## config.mk

```make
export PLATFORM = sky130hd
export DESIGN_NAME = ctrim_regs
export DESIGN_NICKNAME = d
export VERILOG_FILES = /design/src/rtl/ctrim_pkg.sv /design/src/rtl/ctrim_sticky.sv /design/src/rtl/ctrim_ctrl_reg.sv /design/src/rtl/ctrim_cfg_reg.sv /design/src/rtl/ctrim_status.sv /design/src/rtl/ctrim_regs.sv
export SDC_FILE = /design/constraint.sdc
export NUM_CORES = 1
export LEC_CHECK = 0
export BUFFER_PORTS_ARGS = -buffer_cell sky130_fd_sc_hd__buf_2
export CAP_MARGIN = 5
export CELL_PAD_IN_SITES_DETAIL_PLACEMENT = 2
export CELL_PAD_IN_SITES_GLOBAL_PLACEMENT = 2
export CORE_AREA = 4 4 127 99
export CTS_CLUSTER_DIAMETER = 50
export DETAILED_ROUTE_END_ITERATION = 8
export DIE_AREA = 0 0 131 103
export PLACE_DENSITY = 0.87
export SYNTH_ARGS = -nofsm -noshare
export SYNTH_HDL_FRONTEND = slang
export SYNTH_SLANG_ARGS = --single-unit
export TNS_END_PERCENT = 50
```

## constraint.sdc

```tcl
create_clock -name clk -period 5.4 [get_ports clk]
set_clock_uncertainty 0.15 [all_clocks]
set_input_delay 1.62 -clock clk [delete_from_list [all_inputs] [get_ports clk]]
set_output_delay 1.62 -clock clk [all_outputs]
set_load 0.01 [all_outputs]
```

## src/rtl/ctrim_pkg.sv

```systemverilog
package ctrim_pkg;

    localparam int unsigned WORD_W   = 32;
    localparam int unsigned CAP_W    = 16;
    localparam int unsigned FELIM_W  = 8;
    localparam int unsigned RELOAD_W = 16;
    localparam int unsigned IEN_W    = 4;
    localparam int unsigned TRIM_MAX = 7;

    localparam logic [3:0] OFS_CTRL = 4'h0;
    localparam logic [3:0] OFS_CFG  = 4'h4;
    localparam logic [3:0] OFS_STAT = 4'h8;
    localparam logic [3:0] OFS_CLR  = 4'hC;

    localparam logic [WORD_W-1:0] CFG_RST_WORD = 32'h2022_BB7F;

    // control word bit positions
    localparam int unsigned CB_CEN     = 5;
    localparam int unsigned CB_AUTO    = 6;
    localparam int unsigned CB_SWSYNC  = 7;
    localparam int unsigned CB_TRIM_LO = 8;

    // interrupt enable / clear bit positions
    localparam int unsigned IE_OK    = 0;
    localparam int unsigned IE_WARN  = 1;
    localparam int unsigned IE_ERR   = 2;
    localparam int unsigned IE_ESYNC = 3;

    // internal sticky flag indices
    localparam int unsigned FI_OK    = 0;
    localparam int unsigned FI_WARN  = 1;
    localparam int unsigned FI_ESYNC = 2;
    localparam int unsigned FI_SERR  = 3;
    localparam int unsigned FI_SMISS = 4;
    localparam int unsigned FI_TOVF  = 5;
    localparam int unsigned NFLAG    = 6;

    typedef enum logic [2:0] {
        SEL_NONE,
        SEL_CTRL,
        SEL_CFG,
        SEL_STAT,
        SEL_CLR
    } reg_sel_e;

    typedef struct packed {
        logic                pol;
        logic [1:0]          src;
        logic [2:0]          div;
        logic [FELIM_W-1:0]  felim;
        logic [RELOAD_W-1:0] reload;
    } cfg_t;

    function automatic cfg_t cfg_unpack(input logic [WORD_W-1:0] w);
        cfg_t c;
        c.pol    = w[31];
        c.src    = w[29:28];
        c.div    = w[26:24];
        c.felim  = w[23:16];
        c.reload = w[15:0];
        return c;
    endfunction

    function automatic logic [WORD_W-1:0] cfg_pack(input cfg_t c);
        return {c.pol, 1'b0, c.src, 1'b0, c.div, c.felim, c.reload};
    endfunction

    function automatic logic err_any(input logic [NFLAG-1:0] f);
        return f[FI_SERR] | f[FI_SMISS] | f[FI_TOVF];
    endfunction

    function automatic logic [WORD_W-1:0] stat_pack(
        input logic [CAP_W-1:0] cap,
        input logic             dir,
        input logic [NFLAG-1:0] f
    );
        return {cap, dir, 4'b0000, f[FI_TOVF], f[FI_SMISS], f[FI_SERR],
                4'b0000, f[FI_ESYNC], err_any(f), f[FI_WARN], f[FI_OK]};
    endfunction

endpackage

```

## src/rtl/ctrim_sticky.sv

```systemverilog
module ctrim_sticky (
    input  logic clk,
    input  logic rst,
    input  logic set_i,
    input  logic clr_i,
    output logic q_o
);
    always_ff @(posedge clk) begin
        if (rst)        q_o <= 1'b0;
        else if (set_i) q_o <= 1'b1;   // set has priority over clear
        else if (clr_i) q_o <= 1'b0;
    end
endmodule

```

## src/rtl/ctrim_ctrl_reg.sv

```systemverilog
module ctrim_ctrl_reg
    import ctrim_pkg::*;
#(
    parameter int unsigned TRIM_W = 7
) (
    input  logic                       clk,
    input  logic                       rst,
    input  logic                       wr_en,
    input  logic [WORD_W-1:0]          wdata,
    input  logic                       hw_trim_we,
    input  logic [TRIM_W-1:0]          hw_trim_val,
    output logic                       cen_q,
    output logic                       auto_q,
    output logic [TRIM_W-1:0]          trim_q,
    output logic                       swsync_q,
    output logic [IEN_W-1:0]           ien_q,
    output logic [WORD_W-1:0]          rd_word
);
    localparam logic [TRIM_W-1:0] TRIM_RST = TRIM_W'(1) << (TRIM_W - 1);

    logic unused_wbits;
    assign unused_wbits = ^{wdata[WORD_W-1:CB_TRIM_LO+TRIM_W], wdata[4]};

    always_ff @(posedge clk) begin
        if (rst) begin
            cen_q    <= 1'b0;
            auto_q   <= 1'b0;
            trim_q   <= TRIM_RST;
            swsync_q <= 1'b0;
            ien_q    <= '0;
        end else begin
            swsync_q <= wr_en & wdata[CB_SWSYNC];
            if (wr_en) begin
                cen_q  <= wdata[CB_CEN];
                auto_q <= wdata[CB_AUTO];
                ien_q  <= wdata[IEN_W-1:0];
            end
            // lock decision uses the enable held before this write
            if (auto_q) begin
                if (hw_trim_we) trim_q <= hw_trim_val;
            end else if (wr_en) begin
                trim_q <= wdata[CB_TRIM_LO +: TRIM_W];
            end
        end
    end

    always_comb begin
        rd_word                           = '0;
        rd_word[CB_TRIM_LO +: TRIM_W]     = trim_q;
        rd_word[CB_AUTO]                  = auto_q;
        rd_word[CB_CEN]                   = cen_q;
        rd_word[IEN_W-1:0]                = ien_q;
    end
endmodule

```

## src/rtl/ctrim_cfg_reg.sv

```systemverilog
module ctrim_cfg_reg
    import ctrim_pkg::*;
(
    input  logic              clk,
    input  logic              rst,
    input  logic              wr_en,
    input  logic              lock,
    input  logic [WORD_W-1:0] wdata,
    output cfg_t              cfg_q,
    output logic [WORD_W-1:0] rd_word
);
    localparam cfg_t CFG_RST = cfg_unpack(CFG_RST_WORD);

    logic unused_wbits;
    assign unused_wbits = wdata[30] ^ wdata[27];

    always_ff @(posedge clk) begin
        if (rst)                 cfg_q <= CFG_RST;
        else if (wr_en && !lock) cfg_q <= cfg_unpack(wdata);
    end

    assign rd_word = cfg_pack(cfg_q);
endmodule

```

## src/rtl/ctrim_status.sv

```systemverilog
module ctrim_status
    import ctrim_pkg::*;
(
    input  logic              clk,
    input  logic              rst,
    input  logic [NFLAG-1:0]  set_vec,
    input  logic [NFLAG-1:0]  clr_vec,
    input  logic              cap_valid,
    input  logic [CAP_W-1:0]  cap_count,
    input  logic              cap_down,
    output logic [NFLAG-1:0]  flag_q,
    output logic [WORD_W-1:0] rd_word
);
    logic [CAP_W-1:0] cap_q;
    logic             dir_q;

    for (genvar i = 0; i < NFLAG; i++) begin : g_flag
        ctrim_sticky u_bit (
            .clk   (clk),
            .rst   (rst),
            .set_i (set_vec[i]),
            .clr_i (clr_vec[i]),
            .q_o   (flag_q[i])
        );
    end

    always_ff @(posedge clk) begin
        if (rst) begin
            cap_q <= '0;
            dir_q <= 1'b0;
        end else if (cap_valid) begin
            cap_q <= cap_count;
            dir_q <= cap_down;
        end
    end

    assign rd_word = stat_pack(cap_q, dir_q, flag_q);
endmodule

```

## src/rtl/ctrim_regs.sv

```systemverilog
module ctrim_regs
    import ctrim_pkg::*;
#(
    parameter int unsigned ADDR_W = 4,
    parameter int unsigned TRIM_W = 7
) (
    input  logic                clk,
    input  logic                rst,
    input  logic                bus_sel,
    input  logic                bus_we,
    input  logic [ADDR_W-1:0]   bus_addr,
    input  logic [3:0]          bus_be,
    input  logic [WORD_W-1:0]   bus_wdata,
    output logic [WORD_W-1:0]   bus_rdata,
    input  logic                evt_esync,
    input  logic                evt_ok,
    input  logic                evt_warn,
    input  logic                evt_syncerr,
    input  logic                evt_syncmiss,
    input  logic                evt_trimovf,
    input  logic                cap_valid,
    input  logic [CAP_W-1:0]    cap_count,
    input  logic                cap_down,
    input  logic                hw_trim_we,
    input  logic [TRIM_W-1:0]   hw_trim_val,
    output logic                cnt_en_o,
    output logic                autotrim_o,
    output logic [TRIM_W-1:0]   trim_o,
    output logic                swsync_o,
    output logic                sync_pol_o,
    output logic [1:0]          sync_src_o,
    output logic [2:0]          sync_div_o,
    output logic [FELIM_W-1:0]  felim_o,
    output logic [RELOAD_W-1:0] reload_o,
    output logic                irq_o
);
    localparam logic [ADDR_W-1:0] A_CTRL = ADDR_W'(OFS_CTRL);
    localparam logic [ADDR_W-1:0] A_CFG  = ADDR_W'(OFS_CFG);
    localparam logic [ADDR_W-1:0] A_STAT = ADDR_W'(OFS_STAT);
    localparam logic [ADDR_W-1:0] A_CLR  = ADDR_W'(OFS_CLR);

    initial begin
        if (TRIM_W < 1 || TRIM_W > TRIM_MAX) $error("TRIM_W out of range");
        if (ADDR_W < 4) $error("ADDR_W too small");
    end

    reg_sel_e          sel;
    logic              full_word;
    logic              wr_ctrl, wr_cfg, wr_clr;
    logic [NFLAG-1:0]  evt_vec, clr_vec, flag_q;
    logic [IEN_W-1:0]  ien_q;
    logic [WORD_W-1:0] ctrl_word, cfg_word, stat_word;
    cfg_t              cfg_q;

    // address decode
    always_comb begin
        unique case (bus_addr)
            A_CTRL:  sel = SEL_CTRL;
            A_CFG:   sel = SEL_CFG;
            A_STAT:  sel = SEL_STAT;
            A_CLR:   sel = SEL_CLR;
            default: sel = SEL_NONE;
        endcase
    end

    assign full_word = bus_sel && bus_we && (bus_be == 4'hF) && (bus_addr[1:0] == 2'b00);
    assign wr_ctrl   = full_word && (sel == SEL_CTRL);
    assign wr_cfg    = full_word && (sel == SEL_CFG);
    assign wr_clr    = full_word && (sel == SEL_CLR);

    // event strobes and clear map onto internal flag order
    always_comb begin
        evt_vec           = '0;
        evt_vec[FI_OK]    = evt_ok;
        evt_vec[FI_WARN]  = evt_warn;
        evt_vec[FI_ESYNC] = evt_esync;
        evt_vec[FI_SERR]  = evt_syncerr;
        evt_vec[FI_SMISS] = evt_syncmiss;
        evt_vec[FI_TOVF]  = evt_trimovf;

        clr_vec           = '0;
        clr_vec[FI_OK]    = wr_clr & bus_wdata[IE_OK];
        clr_vec[FI_WARN]  = wr_clr & bus_wdata[IE_WARN];
        clr_vec[FI_ESYNC] = wr_clr & bus_wdata[IE_ESYNC];
        clr_vec[FI_SERR]  = wr_clr & bus_wdata[IE_ERR];
        clr_vec[FI_SMISS] = wr_clr & bus_wdata[IE_ERR];
        clr_vec[FI_TOVF]  = wr_clr & bus_wdata[IE_ERR];
    end

    ctrim_ctrl_reg #(.TRIM_W(TRIM_W)) u_ctrl (
        .clk         (clk),
        .rst         (rst),
        .wr_en       (wr_ctrl),
        .wdata       (bus_wdata),
        .hw_trim_we  (hw_trim_we),
        .hw_trim_val (hw_trim_val),
        .cen_q       (cnt_en_o),
        .auto_q      (autotrim_o),
        .trim_q      (trim_o),
        .swsync_q    (swsync_o),
        .ien_q       (ien_q),
        .rd_word     (ctrl_word)
    );

    ctrim_cfg_reg u_cfg (
        .clk     (clk),
        .rst     (rst),
        .wr_en   (wr_cfg),
        .lock    (cnt_en_o),
        .wdata   (bus_wdata),
        .cfg_q   (cfg_q),
        .rd_word (cfg_word)
    );

    ctrim_status u_stat (
        .clk       (clk),
        .rst       (rst),
        .set_vec   (evt_vec),
        .clr_vec   (clr_vec),
        .cap_valid (cap_valid),
        .cap_count (cap_count),
        .cap_down  (cap_down),
        .flag_q    (flag_q),
        .rd_word   (stat_word)
    );

    assign sync_pol_o = cfg_q.pol;
    assign sync_src_o = cfg_q.src;
    assign sync_div_o = cfg_q.div;
    assign felim_o    = cfg_q.felim;
    assign reload_o   = cfg_q.reload;

    assign irq_o = (flag_q[FI_ESYNC] & ien_q[IE_ESYNC])
                 | (err_any(flag_q)  & ien_q[IE_ERR])
                 | (flag_q[FI_WARN]  & ien_q[IE_WARN])
                 | (flag_q[FI_OK]    & ien_q[IE_OK]);

    // read mux; clear register reads as zero
    always_comb begin
        bus_rdata = '0;
        if (bus_sel && !bus_we) begin
            unique case (sel)
                SEL_CTRL: bus_rdata = ctrl_word;
                SEL_CFG:  bus_rdata = cfg_word;
                SEL_STAT: bus_rdata = stat_word;
                default:  bus_rdata = '0;
            endcase
        end
    end
endmodule

```

Word level (Yosys, flattened, before mapping)
Index checks and enable logic that the tools add are counted.

Reduce and logical (&&, ||, !) cells: 20. Equality and inequality tests: 9. Mux-type cells: 16. $add $sub $neg: 0. $mul: 0. Div/mod/pow operators: 0. Shift-type cells: 0. $lt $le $gt $ge: 0. Bitwise operators: 14.

Operators with widths (number): $pmux 32 s3 (1); $mux 32 (1); $mux 7 (3); $reduce_bool 2->1 (7); $eq 4x4->1 const B (3); $pmux 3 s4 (1); $mux 1 (10); $and 1x1->1 (9); $logic_and 1x1->1 (8); $eq 3x2->1 const B (2); $or 1x1->1 (5); $eq 4x3->1 const B (1); $logic_not 4->1 (1); $eq 3x1->1 const B (1); $eq 3x3->1 const B (1); $logic_not 1->1 (2); $logic_not 2->1 (1); $ne 2x2->1 const B (1); $reduce_and 2->1 (1).

Input port bits: 76. Bits in writable memories: 0. Register bits: 67. Output and inout bits: 73. Bits in latches: 0. Word-level logic and storage cells: 77. Memories kept: 0. Memory bits (read-only): 0.

Depth between registers and ports, before layout
Gate-level depths: netlist of the first run.

Word-level depth: 7. Gate-level depth with buffers: 6. Depth with buffers taken out: 4.

Cells and area by module
A second synthesis of the first run with hierarchy kept.

Cells, all modules: 489. Area total of the unflattened synthesis: 4302.9 sq um.

By module, submodules not included: ctrim_cfg_reg (instances 1, area each 1524.0 sq um, seq. area each 600.6 sq um, cells an instance 165); ctrim_regs (instances 1, area each 953.4 sq um, seq. area each 0.0 sq um, cells an instance 141); ctrim_ctrl_reg (instances 1, area each 855.8 sq um, seq. area each 280.3 sq um, cells an instance 87); ctrim_status (instances 1, area each 737.0 sq um, seq. area each 340.3 sq um, cells an instance 72); ctrim_sticky (instances 6, area each 38.8 sq um, seq. area each 20.0 sq um, cells an instance 4).

Worst setup path after synthesis of the first run
OpenSTA, ideal clock, no wires.

Path kind: input-to-output. Start point: input bus_addr[2]. End point: output bus_rdata[20]. Required time: 3630 ps. Data arrival time: 2880 ps. Stages: 4. Slack: 750 ps. Buffers on the path: 1. Cell sequence: nor4b_1 > clkbuf_1 > a22oi_1 > nor2_1.

Cells in the longest elaborated chain, start to end: 5. Elaborated cells between the ends (all ways): 10. Classes of those cells: 6 x eq/ne; 3 x mux; 1 x reduce/logical.

Ends and longest elaborated chain: start: declaration (line ctrim_regs.sv:11) `input logic [ADDR_W-1:0] bus_addr,`; $eq 4x4->1, or another cell as far along (line ctrim_regs.sv:57) `unique case (bus_addr)`; $pmux 3 s4 (*) (line ctrim_regs.sv:57); $eq 3x2->1 / $eq 3x1->1 (equally long branches) (line ctrim_regs.sv:142) `unique case (sel)`; $pmux 32 s3 (*) (line ctrim_regs.sv:142); $mux 32 (*) (line ctrim_regs.sv:141) `if (bus_sel && !bus_we) begin`; end: declaration (line ctrim_regs.sv:14) `output logic [WORD_W-1:0] bus_rdata,`.

Every way passes the cells marked *; elsewhere a longest branch is shown, timed or not.

Final worst setup path of the first run
Start point: input bus_addr[3]. End point: output bus_rdata[9].

Same word-level chain as after synthesis.

==> results of run 1 <==
## stage by stage
stage / utilization / setup slack [ns]
finish: 0.371 / 0.490
CTS: 0.371 / 0.484
global route: 0.371 / 0.375
floorplan: - / 0.750
global placement: 0.343 / 0.549
detailed placement: 0.343 / 0.535
## per-layer routing
layer / global-route usage / part of all wire / vias up
met4: 0.0395 / 0.0085 / 0
met2: 0.317 / 0.52 / 88
met5: 0 / 0 / -
li1: - / - / 1454
met1: 0.197 / 0.41 / 1509
met3: 0.0539 / 0.061 / 11
## sequential cells by signal (all words and copies together) (netlist names)
register and count:
u_ctrl.trim_q 7, u_ctrl.auto_q 1, u_cfg.cfg_q 30, u_ctrl.swsync_q 1, u_stat.dir_q 1, u_ctrl.cen_q 1, u_stat.g_flag.u_bit.q_o 6, u_ctrl.ien_q 4
u_stat.cap_q 16
## power by group
part           switching (mW)  leakage [nW]  internal, mW  total (mW)
Sequential            0.00644         0.546         0.505       0.512
Clock                   0.222         0.154         0.412       0.635
Combinational          0.0471          1.10        0.0369      0.0840
## kinds of logic (layout without fill, tap and decap cells)
logic type / after synthesis / count (layout) / share of synthesized area
simple gates: 120 / 120 / 0.191
compound gates: 70 / 70 / 0.170
flops: 67 / 67 / 0.433
mux: 43 / 43 / 0.139
buf+inv: 37 / 174 / 0.0671
## synthesized netlist by cell type, types with 2 or more instances
master    instances  share of area
nor2b_1           9          0.018
nand2_1          14          0.017
and2b_1           9          0.022
a22oi_1          28          0.068
inv_1             5         0.0061
dfxtp_1          67           0.43
nor4b_1           2         0.0057
mux2i_1          43           0.14
nor2_1           68          0.082
a211oi_1          7          0.017
clkbuf_1         19          0.023
and3_1            4         0.0081
buf_4             9          0.022
a21oi_1          14          0.023
or4_1             2         0.0048
a211o_1          16          0.045
o21ai_0           3         0.0048
## worst max-delay path, cell delays in order
cell and delay, ns:
buf_2 0.15, nor4_2 0.60, buf_4 0.30, a22oi_1 0.14, a21oi_1 0.17, buf_2 0.15
## layout make-up
class / count / area [um2]
Timing Repair Buffer: 154 / 791
Sequential cell: 67 / 1340
Fill cell: 1295 / 7140
Clock buffer: 10 / 239
Tap cell: 144 / 180
Multi-Input combinational cell: 233 / 1570
Inverter: 5 / 18.8
Clock inverter: 5 / 77.6
## how the worst max path moves through the flow
stage / start / endpoint / slack, ns
after floorplan: bus_addr[2] / bus_rdata[20] / 0.75
after global routing: bus_addr[3] / bus_rdata[8] / 0.38
final: bus_addr[3] / bus_rdata[9] / 0.49
after global placement: bus_addr[3] / bus_rdata[9] / 0.55
after CTS: bus_addr[3] / bus_rdata[9] / 0.48
after detailed placement: bus_addr[3] / bus_rdata[9] / 0.53
==> impl_results.md, run 1 <==
- Hold_buf cts: 0
- Clock slew at reported path FFs: approximately 0.050 ns
- CTS Buffer Depth: 2
- Rows: 34
- Worst Hold End: u_stat.cap_q[14]
- Net Count, Synth: about 410
- Grt ovf: 0
- Critical path class: in -> out
- Hold Path Origin: u_stat.cap_q[14]
- Clock insertion delay at the later pin of the skew report: approximately 0.33 ns
- Hold depth: 2
- Crit path max fanout: 9
- Layout cells sized above 1: 0.371
- Post-route ant nets: 0
- Area of the core: roughly 0.011 mm2
- I/O Buffers: 146
- Post-detailed-routing wire length: between 10 and 15 mm
- Overall Power: between 1 and 1.5 mW
- H-tree Lvls: 3
- First-pass DRT Iterations: 4
- Post-synthesis register bit count: 67
- Critical Path RT: around 3.6 ns
- Non-Filler Cell Area, Final: 0.00421 mm2
- Part of the cycle the worst path needs: 0.909
- Die Ht: ~100 um
- Max-cap violations: 0
- Fin nets: 546
- Per-cell routed wire length: between 15 and 20 um
- Num ports: about 150
- Worst-Margin Slew: about 0.89 ns
- CTS Sinks: 67
- Pin count of the biggest net entering global routing: 46
- CTS tree: yes
- Most frequent cells in the layout: buf_2, nor2_1, dfxtp_1
- Final instance count without filler cells: ~600
- Total die area: 0.0135 mm2
- Yosys warning count: 0
- Post-synthesis sequential area ratio: 0.433
- DPL Wire Length: between 8 and 9 mm
- Count of final hold-check violations: 0
- 1st-iter DRT viols: 82
- Final setup fails: 0
- Setup Fix Bufs, Post-CTS: 0
- Area Growth Syn to Fin: 36.1%
- Vias/cell: a little under 5
- Clk root buf: clkbuf_16
- Initial antenna violation count: 0
- Synthesized area: slightly above 0.003 mm2
- Status: completed
- Die X-Extent: ~130 um
- RR Endpoint: u_ctrl.trim_q[0]
- Worst R2R Setup Slack: between 3 and 4 ns
- Syn_area_per_cell: between 9 and 10 um2
- Post-DP Area: just under 0.004 mm2
- Synth unique cells: 35
- Startpoint types: input port
- Post-CTS sizing: 0
- P_leak: around 1.8 nW
- Worst Path Arrival: 3.14 ns
- Pwr dens: a little under 300 mW/mm2
- Hold Path Class: reg -> reg
- RSZ-0062 raised after global routing: no
- Starting Density: 0.273
- Worst hold margin: approximately 0.35 ns
- Placed Instances: 603
- Cells after synthesis: around 340
- Leading register cell type out of synthesis: dfxtp_1
- Worst Setup End Kind: output port
- First-pass GRT wire length: between 15 and 20 mm
- R2r worst-path depth: 3
- Post-synth EDFFs: 0
- Peak VDD IR: ~0.00014 V
- # DRC: 0
- Tmin final: about 4.9 ns
- Total negative slack: 0 ns
- CTS Buf Count: 9
- Max Slew Vio Count: 0
- Max Fclk: between 200 and 250 MHz
- Number of global-route vias before repair: roughly 3400
- GPL Wtd Cong: ~0.73
- Commonest non-fill, non-tap cell in the layout: buf_2
- Critical R2R Launch: u_ctrl.auto_q
- GR Util All Layers: 0.173
- Via count: 3062
- Slew headroom: 0.408
- N_diodes: 0
- Fraction of registers with async set/reset: 0
No activity file was read; power rests on OpenSTA's default activity.
==> inputs of run 2 (changes only) <==
Settings changed: CORE_AREA 4 4 127 99 to 4 4 94 132, DIE_AREA 0 0 131 103 to 0 0 98 136.
==> run 2 against run 1 <==
  * Wire length barely moved
  * Combinational power down 2%
  * Hold slack gained 0.0067 ns
  * Flip-flop and latch count did not move
  * Setup slack improved by 0.0019 ns
  * First-iteration DRC count is 35% lower
  * Core utilization rose by 0.26 points
  * Critical path depth is the same
  * Sequential share of layout area up 0.16 points
  * Cell count increased by 0.16%
  * Highest routed layer unchanged
==> impl_results.md, run 2 (same netlist as run 1, synthesis figures left out) <==
- Rows: 46 (was 34)
- CTS tree: yes (unchanged)
- Final setup fails: 0 (unchanged)
- Hold Path Origin: u_stat.dir_q (was u_stat.cap_q[14])
- Count of final hold-check violations: 0 (unchanged)
- Crit path cell chain: buf_2 -> nor2b_1 -> nand3_1 -> buf_4 -> nor2_1 -> buf_2 (was buf_2 -> nor4_2 -> buf_4 -> a22oi_1 -> a21oi_1 -> buf_2)
- Via count: 3109 (was 3062)
- Worst hold margin: 0.352 ns (was 0.345 ns)
- Overall Power: 1.17 mW (was 1.23 mW)
- Clk network pwr share: 0.493 (was 0.516)
- Commonest non-fill, non-tap cell in the layout: buf_2 (unchanged)
- Critical path startpoint: bus_sel (was bus_addr[3])
- Hold Path Class: reg -> reg (unchanged)
- Met3 WL: 710 um (was 718 um)
- Hold_buf cts: 0 (unchanged)
- Post-route ant nets: 0 (unchanged)
- Internal Pwr Total: 0.900 mW (was 0.955 mW)
- Critical path class: in -> out (unchanged)
- Grt ovf: 0 (unchanged)
- Combinational power share: 0.071 (was 0.068)
- Vias/cell: 5.02 (was 4.95)
- Layout cells sized above 1: 0.371 (about the same)
- Most frequent cells in the layout: buf_2, nor2_1, dfxtp_1 (unchanged)
- Num ports: 149 (unchanged)
- P_leak: 1.80 nW (about the same)
- Peak VDD IR: 0.000145 V (was 0.000137 V)
- Clk root buf: clkbuf_16 (unchanged)
- Reg with most FFs: u_cfg.cfg_q (unchanged)
- Total negative slack: 0 ns (unchanged)
- Worst Setup End Kind: output port (unchanged)
- Pwr dens: 280 mW/mm2 (was 292 mW/mm2)
- # DRC: 0 (unchanged)
- Post-CTS sizing: 0 (unchanged)
- GPL Wtd Cong: 0.808 (was 0.732)
- Sequential share of power: 0.437 (was 0.416)
- Fin nets: 546 (unchanged)
- Fillers: 1317 (was 1295)
- Bufs and invs on worst path: 3 (unchanged)
- Die X-Extent: 98 um (was 131 um)
- Worst Path Arrival: 3.14 ns (about the same)
- DPL Wire Length: 8.92 mm (was 8.70 mm)
- Area Growth Syn to Fin: 35.4% (was 36.1%)
- Total die area: 0.0133 mm2 (was 0.0135 mm2)
- Sw frac: 0.232 (was 0.224)
- Setup Fix Bufs, Post-CTS: 0 (unchanged)
- Clock slew at reported path FFs: 0.06 ns (was 0.05 ns)
- Biggest regs: u_cfg.cfg_q (30), u_stat.cap_q (16), u_ctrl.trim_q (7) (unchanged)
- Crit. path cell count: 6 (unchanged)
- I/O Buffers: 146 (unchanged)
- GR Util All Layers: 0.174 (was 0.173)
- Max layer used: met4 (unchanged)
- Clock insertion delay at the later pin of the skew report: 0.32 ns (was 0.33 ns)
- Tmin final: 4.91 ns (about the same)
- End of the critical path: bus_rdata[17] (was bus_rdata[9])
- Number of global-route vias before repair: 3466 (was 3411)
- DR WL met2: 6.53 mm (was 6.06 mm)
- CTS Buf Count: 9 (unchanged)
- Max-cap violations: 0 (unchanged)
- Non-Filler Cell Area, Final: 0.00419 mm2 (was 0.00421 mm2)
- Post-detailed-routing wire length: 11.7 mm (about the same)
- Pin count of the biggest net entering global routing: 38 (was 46)
- Max reg flops: 30 (unchanged)
- RSZ-0062 raised after global routing: no (unchanged)
- Crit path max-delay family: simple AND/OR/NAND/NOR gates (was buffers and inverters)
- Startpoint types: input port (unchanged)
- Part of the cycle the worst path needs: 0.909 (about the same)
- Area of the core: 0.0112 mm2 (was 0.0114 mm2)
- R2r worst-path depth: 3 (unchanged)
- Worst path max stage delay: 0.38 ns (was 0.60 ns)
- Initial antenna violation count: 0 (unchanged)
- Per-cell routed wire length: 18.9 um (was 19.0 um)
- RR Endpoint: u_ctrl.trim_q[2] (was u_ctrl.trim_q[0])
- Met1 wire length: 4.27 mm (was 4.84 mm)
- CP max-delay cell: nand3_1 (was nor4_2)
- Finished Core Util: 0.374 (was 0.371)
- Critical R2R Launch: u_ctrl.auto_q (unchanged)
- Max Fclk: 204 MHz (about the same)
- Status: completed (unchanged)
- Die Ht: 136 um (was 103 um)
- CTS Sinks: 67 (unchanged)
- Critical Path RT: 3.63 ns (about the same)
- H-tree Lvls: 3 (unchanged)
- CTS Buffer Depth: 2 (unchanged)
- First-pass DRT Iterations: 4 (unchanged)
- Crit path max fanout: 21 (was 9)
- 1st-iter DRT viols: 53 (was 82)
- Worst-Margin Slew: 0.857 ns (was 0.887 ns)
- Psw: 0.272 mW (was 0.276 mW)
- Max Slew Vio Count: 0 (unchanged)
- Post-DP Area: 0.00390 mm2 (unchanged)
- N_diodes: 0 (unchanged)
- Slew headroom: 0.427 (was 0.408)
- First-pass GRT wire length: 18.3 mm (was 18.0 mm)
- Starting Density: 0.276 (was 0.273)
- Worst R2R Setup Slack: 3.35 ns (was 3.33 ns)
- Worst path most repeated cell: buf_2 (unchanged)
run 2: worst min-delay path by stage:
stage | to | slack (ns) | depth (start not counted)
3_3_place_gp | u_stat.cap_q[14] | 0.31 | 2
2_1_floorplan | u_stat.cap_q[11] | 0.30 | 2
4_1_cts | u_stat.cap_q[8] | 0.36 | 2
6_report | u_stat.dir_q | 0.35 | 2
5_1_grt | u_stat.g_flag[0].u_bit.q_o | 0.38 | 2
3_5_place_dp | u_stat.cap_q[1] | 0.34 | 2
run 2: power by group through the flow:
stage	Combinational, mW	Sequential, mW	Clock [mW]
final	0.0827	0.512	0.578
after global routing	0.0916	0.513	0.616
after CTS	0.0840	0.512	0.591
after detailed placement	0.0835	0.523	0
after global placement	0.0791	0.522	0
after floorplan	0.0384	0.520	0
run 2: final cells by class:
type	instances	area [um2]	area share
tap	144	180	0.0430
clock inverter	6	66.3	0.0158
timing repair buffer	154	791	0.189
clock buffer	10	229	0.0546
multi-input combinational	233	1570	0.374
sequential	67	1340	0.320
inverter	5	18.8	0.00448
run 2: tightest hold or removal path, cell delays in order (launching register included):
cell and delay, ns:
dfxtp_1 0.33, mux2i_1 0.07, nor2_1 0.07
run 2: per-stage QoR:
step                      instances  worst slack (ns)
final                           619             0.492
after CTS                       619             0.471
after global routing            619             0.403
after detailed placement        603             0.486
after floorplan                 337             0.750
after global placement          603             0.565
run 2: per-layer routing:
metal  vias up  GRT usage
li1       1446          -
met4         0     0.0608
met2        92      0.334
met1      1557      0.178
met3        14     0.0513
met5         -          0
